[config.mk]
export PLATFORM = sky130hd
export DESIGN_NAME = ext_irq_sense
export DESIGN_NICKNAME = d
export VERILOG_FILES = /design/src/rtl/ext_irq_pkg.sv /design/src/rtl/ext_irq_sync.sv /design/src/rtl/ext_irq_channel.sv /design/src/rtl/ext_irq_sense.sv
export SDC_FILE = /design/constraint.sdc
export NUM_CORES = 1
export LEC_CHECK = 0
export CORE_AREA = 2 2 39 41
export CTS_CLUSTER_DIAMETER = 120
export DETAILED_ROUTE_END_ITERATION = 16
export DIE_AREA = 0 0 41 43
export GPL_TIMING_DRIVEN = 0
export PLACE_DENSITY = 0.6
export SYNTH_ARGS = -nofsm -noshare
export SYNTH_HDL_FRONTEND = slang
export SYNTH_SLANG_ARGS = --single-unit
export TNS_END_PERCENT = 100
[constraint.sdc]
create_clock -name clk -period 2.47 [get_ports clk]
set_input_delay 0.6175 -clock clk [delete_from_list [all_inputs] [get_ports clk]]
set_output_delay 0.6175 -clock clk [all_outputs]
set_load 0.02 [all_outputs]
[src/rtl/ext_irq_pkg.sv]
package ext_irq_pkg;

    localparam int SENSE_W = 2;

    typedef enum logic [SENSE_W-1:0] {
        SENSE_LOW  = 2'b00,
        SENSE_OFF  = 2'b01,
        SENSE_FALL = 2'b10,
        SENSE_RISE = 2'b11
    } sense_mode_e;

    typedef enum logic {
        FLAG_IDLE = 1'b0,
        FLAG_HELD = 1'b1
    } flag_state_e;

endpackage

[src/rtl/ext_irq_sync.sv]
module ext_irq_sync #(
    parameter int   STAGES    = 2,
    parameter logic RESET_VAL = 1'b1
) (
    input  logic clk,
    input  logic rst_n,
    input  logic d_i,
    output logic q_o
);

    logic [STAGES-1:0] chain_q;

    generate
        if (STAGES == 1) begin : g_single
            always_ff @(posedge clk or negedge rst_n) begin
                if (!rst_n) chain_q <= RESET_VAL;
                else        chain_q <= d_i;
            end
        end else begin : g_multi
            always_ff @(posedge clk or negedge rst_n) begin
                if (!rst_n) chain_q <= {STAGES{RESET_VAL}};
                else        chain_q <= {chain_q[STAGES-2:0], d_i};
            end
        end
    endgenerate

    assign q_o = chain_q[STAGES-1];

endmodule

[src/rtl/ext_irq_channel.sv]
module ext_irq_channel
    import ext_irq_pkg::*;
#(
    parameter int SYNC_STAGES = 2
) (
    input  logic               clk,
    input  logic               rst_n,
    input  logic               pin_i,
    input  logic [SENSE_W-1:0] sense_i,
    input  logic               en_i,
    input  logic               clr_i,
    output logic               sync_o,
    output logic               flag_o,
    output logic               irq_o
);

    sense_mode_e mode;
    flag_state_e state_q, state_d;
    logic        cur_lvl;
    logic        prev_lvl_q;
    logic        fell, rose;
    logic        edge_hit;
    logic        level_act;

    assign mode = sense_mode_e'(sense_i);

    ext_irq_sync #(
        .STAGES    (SYNC_STAGES),
        .RESET_VAL (1'b1)
    ) sync_i (
        .clk   (clk),
        .rst_n (rst_n),
        .d_i   (pin_i),
        .q_o   (cur_lvl)
    );

    // previous synchronized level, for edge comparison
    always_ff @(posedge clk or negedge rst_n) begin
        if (!rst_n) prev_lvl_q <= 1'b1;
        else        prev_lvl_q <= cur_lvl;
    end

    assign fell = prev_lvl_q & ~cur_lvl;
    assign rose = ~prev_lvl_q & cur_lvl;

    always_comb begin
        edge_hit  = 1'b0;
        level_act = 1'b0;
        unique case (mode)
            SENSE_LOW:  level_act = ~cur_lvl;
            SENSE_OFF:  edge_hit  = 1'b0;
            SENSE_FALL: edge_hit  = fell;
            SENSE_RISE: edge_hit  = rose;
        endcase
    end

    // state register
    always_ff @(posedge clk or negedge rst_n) begin
        if (!rst_n) state_q <= FLAG_IDLE;
        else        state_q <= state_d;
    end

    // next state: capture / wait / hold / release; edge beats clear
    always_comb begin
        state_d = state_q;
        unique case (state_q)
            FLAG_IDLE: if (edge_hit)            state_d = FLAG_HELD;
            FLAG_HELD: if (clr_i && !edge_hit)  state_d = FLAG_IDLE;
        endcase
    end

    // outputs
    always_comb begin
        flag_o = (state_q == FLAG_HELD);
        irq_o  = en_i & (level_act | flag_o);
        sync_o = cur_lvl;
    end

endmodule

[src/rtl/ext_irq_sense.sv]
module ext_irq_sense
    import ext_irq_pkg::*;
#(
    parameter int NUM_PINS    = 2,
    parameter int SYNC_STAGES = 2
) (
    input  logic                        clk,
    input  logic                        rst_n,
    input  logic [NUM_PINS-1:0]         pin_in,
    input  logic [SENSE_W*NUM_PINS-1:0] sense_cfg,
    input  logic [NUM_PINS-1:0]         irq_en,
    input  logic [NUM_PINS-1:0]         flag_clr,
    output logic [NUM_PINS-1:0]         irq_req,
    output logic [NUM_PINS-1:0]         edge_flag
);

    logic [NUM_PINS-1:0] pin_sync;

    generate
        for (genvar i = 0; i < NUM_PINS; i++) begin : g_pin
            ext_irq_channel #(
                .SYNC_STAGES (SYNC_STAGES)
            ) chan_i (
                .clk     (clk),
                .rst_n   (rst_n),
                .pin_i   (pin_in[i]),
                .sense_i (sense_cfg[SENSE_W*i +: SENSE_W]),
                .en_i    (irq_en[i]),
                .clr_i   (flag_clr[i]),
                .sync_o  (pin_sync[i]),
                .flag_o  (edge_flag[i]),
                .irq_o   (irq_req[i])
            );
        end
    endgenerate

endmodule

## After elaboration in Yosys (flattened, before gate mapping)

Index checks and enable logic that the tools add are counted.

- Register bits: 8
- Word-level logic and storage cells: 40

- Equality and inequality tests: 4
- Mux-type cells: 10
- Bitwise logic cells: 14
- Reductions and logical operators: 6

Operator list:

| kind | number |
|---|---|
| 2-bit equality test, second input constant | 4 |
| 1-bit case mux with 2 select lines | 4 |
| 1-bit bitwise AND | 6 |
| 1-bit 2-to-1 mux | 6 |
| 1-bit inverter | 6 |
| 2-bit zero test | 2 |
| 1-bit logical AND | 2 |
| 1-bit zero test | 2 |
| 1-bit bitwise OR | 2 |

## Longest topological paths before layout

- Depth after elaboration: 7
- Mapped depth: 3

## By module

A second synthesis with hierarchy kept.

- Cell total of the unflattened synthesis: 20
- Area, all modules: 305.3 um^2

Modules (own cells, without submodules):

| module | instances | cells each | area each (um^2) | seq. area each (um^2) |
|---|---|---|---|---|
| ext_irq_channel | 2 | 8 | 100.1 | 51.3 |
| ext_irq_sync | 2 | 2 | 52.6 | 52.6 |

## Worst setup path before layout

OpenSTA, ideal clock, no wires.

- Path kind: in2out
- From: in sense_cfg[1]
- To: out irq_req[0]
- Arrival: 1.023 ns
- Slack: 0.829 ns
- Cell stages on the path: 3
- Cell sequence: nor3_1 -> o21a_1 -> buf_4

- Cells in the longest elaborated chain, start to end: 4

RTL lines:

| element | line | RTL |
|---|---|---|
| from (decl) | ext_irq_sense.sv:10 | `input logic [SENSE_W*NUM_PINS-1:0] sense_cfg,` |
| 2-bit zero test | ext_irq_channel.sv:49 | `unique case (mode)` |
| 1-bit 2-to-1 mux | ext_irq_channel.sv:49 |  |
| 1-bit bitwise OR | ext_irq_channel.sv:75 | `irq_o = en_i & (level_act \| flag_o);` |
| 1-bit bitwise AND | ext_irq_channel.sv:75 |  |
| to (decl) | ext_irq_sense.sv:13 | `output logic [NUM_PINS-1:0] irq_req,` |

Every way passes these cells.

## Final worst setup path

Ends and elaborated chain as after synthesis.

==> impl_metrics.py <==
metrics = {
    "status": {
        "outcome": "completed",
    },
    "clocking": {
        "clk_pin_slew_worst_paths_ns": 0.06,
        "postCtsHoldBufs": 0,
        "cts_root_buffer": "sky130_fd_sc_hd__clkbuf_4",
        "cts_htree_levels": 1,
        "clock-sinks": 8,
        "clk_latency_ns": 0.26,
        "cts_inserted_buffers": 3,
        "tritoncts": "yes",
        "buffer_levels_on_the_longest_clock_path": 2,
    },
    "placed_design": {
        "gp_routability_congestion": 0.6411,
        "count_of_placed_standard_cells_including_taps": 55,
        "port-buffer-count": 15,
    },
    "cells_and_area": {
        "fill_cells": 141,
        "sequential_cell_area_um2": 207.7,
        "final_net_count": 56,
        "layout.core_utilization": 0.3671,
        "antenna_cells": 0,
        "area_growth_syn_to_layout_pct": 57.98,
        "fin_cells": 59,
        "multiInputGateArea_um2": 83.83,
        "drive_gt1_frac": 0.3488,
    },
    "routing": {
        "drt_iter0_drc": 0,
        "vias_per_cell": 4.102,
        "antenna_violating_nets_post_route": 0,
        "postRouteWirelength_um": 570,
        "detail_route.first_pass.iterations": 1,
        "num_vias": 242,
        "drc_errors": 0,
        "route.detailed.wl_per_inst_um": 9.661,
    },
    "sta": {
        "worst-slew-pin-transition_ns": 0.3538,
        "timing.final.crit_share": 0.9225,
        "rsz0062_at_grt": "false",
        "worst_hold_slack_ns": 0.3351,
        "achievable-frequency_mhz": 438.9,
        "fin_worst_skew_ns": 0.01692,
        "timing.final.hold_violations": 0,
        "report.final.slew_viol_count": 0,
        "timing.slew.headroom": 0.7634,
        "setup_violations": 0,
        "final_period_minus_worst_setup_slack_ns": 2.279,
    },
    "power_and_ir_drop": {
        "p_total_mw": 0.3082,
        "static-leakage-power_nw": 0.2080,
        "power_density_cells_mw_per_mm2": 606.8,
        "vdd_ir_drop_max_mv": 0.4265,
    },
    "setup_path": {
        "cpPeakStageDelay_ns": 0.46,
        "cp-start-kind": "input pin",
        "critPathArrivalTime_ns": 1.66,
        "cp_max_fo": 3,
        "rrSetupSlack_ns": 1.60,
        "worstSetupStartpoint": "sense_cfg[1]",
        "cp_top_family": "buffers and inverters",
        "crit_slowest_cell": "sky130_fd_sc_hd__clkdlybuf4s50_1",
        "chain_of_cells_forming_the_critical_path": "clkdlybuf4s50_1, nor3_1, o21a_1, buf_4, clkbuf_2",
        "worst_ep_required_time_ns": 1.85,
        "timing_worst_setup_path_type": "input pin to output pin",
        "critical_path_buf_inv_count": 3,
        "critical_path.endpoint_type": "output pin",
        "regToRegStartpoint": "g_pin[1].chan_i.prev_lvl_q",
    },
    "floorplan": {
        "io_pins": 16,
        "fp-row-count": 14,
        "floorplan.die.width_um": 41,
        "fp.dieArea_mm2": 0.001763,
        "initial_utilization": 0.2324,
        "die_h_um": 43,
        "placeableCoreArea_mm2": 0.001384,
    },
    "logic_synthesis": {
        "syn-cell-area_um2": 321.6,
        "synth_instances": 24,
        "postSynthNetCount": 36,
        "yosys_register_bits": 8,
        "seq_area_frac_synth": 0.6459,
        "synthDistinctLibCells": 11,
        "mean_instance_size_in_the_synthesized_netlist_um2": 13.40,
        "yosysWarningCount": 0,
    },
    "global_route": {
        "globalRouteOverflowTotal": 0,
        "antenna_violations_before_repair": 0,
        "grtUsageTotal": 0.08824,
        "grt_first_pass_wirelength_um": 993,
        "maximum_number_of_pins_on_one_net_before_global_route_repair": 9,
        "number_of_global_route_vias_before_repair": 251,
    },
    "worst_hold_path": {
        "hold_start": "g_pin[0].chan_i.sync_i.chain_q[0]",
        "worst_min_delay_path_class": "register to register",
    },
    "run": {
        "timing.max_cap.violations": 0,
    },
}
==> cells in the final DEF, fill, tap and decap left out, drive strengths merged <==
master | netlist | layout
buf | 4 | 4
clkbuf | 0 | 6
clkdlybuf4s50 | 0 | 13
dfrtp | 2 | 2
dfstp | 6 | 6
nand2 | 1 | 1
nand2b | 2 | 2
nand3 | 1 | 1
nand4b | 2 | 2
nand4bb | 1 | 1
nor3 | 2 | 2
o21a | 2 | 2
o311ai | 1 | 1
==> metal layers <==
layer,vias up,part of all wire,wire (µm),global-route usage
met5,-,0,0,0
met4,0,0,0,0.04000
met3,0,0.14,80,0.06283
met2,13,0.43,246,0.1125
met1,109,0.43,243,0.1096
li1,120,-,-,-
==> synthesized netlist by cell type <==
| cell | count | area [µm²] |
|---|---|---|
| sky130_fd_sc_hd__nand2b_1 | 2 | 12.51 |
| sky130_fd_sc_hd__o311ai_1 | 1 | 8.760 |
| sky130_fd_sc_hd__dfrtp_1 | 2 | 50.05 |
| sky130_fd_sc_hd__nand3_1 | 1 | 5.000 |
| sky130_fd_sc_hd__nand4b_1 | 2 | 17.52 |
| sky130_fd_sc_hd__dfstp_2 | 6 | 157.7 |
| sky130_fd_sc_hd__nor3_1 | 2 | 10.01 |
| sky130_fd_sc_hd__nand4bb_1 | 1 | 11.26 |
| sky130_fd_sc_hd__nand2_1 | 1 | 3.750 |
| sky130_fd_sc_hd__buf_4 | 4 | 30.03 |
| sky130_fd_sc_hd__o21a_1 | 2 | 15.01 |
==> registers in the layout (all words and copies together) (netlist names) <==
name                         count
g_pin.chan_i.flag_o              2
g_pin.chan_i.sync_i.chain_q      4
g_pin.chan_i.prev_lvl_q          2
==> per-stage QoR <==
step | TNS, ns | setup slack, ns | instance area, µm²
2_1_floorplan | 0 | 0.8292 | 321.6
3_3_place_gp | -0.4460 | -0.2262 | 491.7
3_5_place_dp | -0.4374 | -0.2208 | 491.7
4_1_cts | 0 | 0.04447 | 515.5
5_1_grt | 0 | 0.1118 | 508.0
6_report | 0 | 0.1914 | 508.0
==> final timing paths <==
check                                               endpoint  depth (start not counted)
max                                               irq_req[0]                          5
min                        g_pin[0].chan_i.sync_i.chain_q[1]                          0
max reg2reg                           g_pin[1].chan_i.flag_o                          2
min reg2reg                g_pin[0].chan_i.sync_i.chain_q[1]                          0
max in group asynchronous  g_pin[0].chan_i.sync_i.chain_q[0]                          1
min in group asynchronous             g_pin[1].chan_i.flag_o                          1
==> report_power, final <==
part | total, mW | leakage (nW) | switching (mW) | internal [mW]
Clock | 0.108 | 0.0150 | 0.0461 | 0.0618
Combinational | 0.0522 | 0.104 | 0.0188 | 0.0334
Sequential | 0.148 | 0.0892 | 0.00494 | 0.143
Total | 0.308 | 0.208 | 0.0698 | 0.238
==> cell type report <==
type / instances / area share
Multi-Input combinational cell: 12 / 0.1650
Tap cell: 16 / 0.03941
Buffer: 4 / 0.05911
Clock buffer: 4 / 0.05172
Sequential cell: 8 / 0.4089
Timing Repair Buffer: 15 / 0.2759
==> what timing repair did <==
action	CTS	global route
gates cloned	0	0
gates resized for setup	2	4
setup buffers	0	0
setup endpoints to repair	2	2
==> cells by family (layout without fill, tap and decap cells) <==
family,after synthesis,in the layout,synth area share
compound gates,3,3,0.07392
buf+inv,4,23,0.09339
flops,8,8,0.6459
simple gates,9,9,0.1867
(Power assumes the default switching activity.)
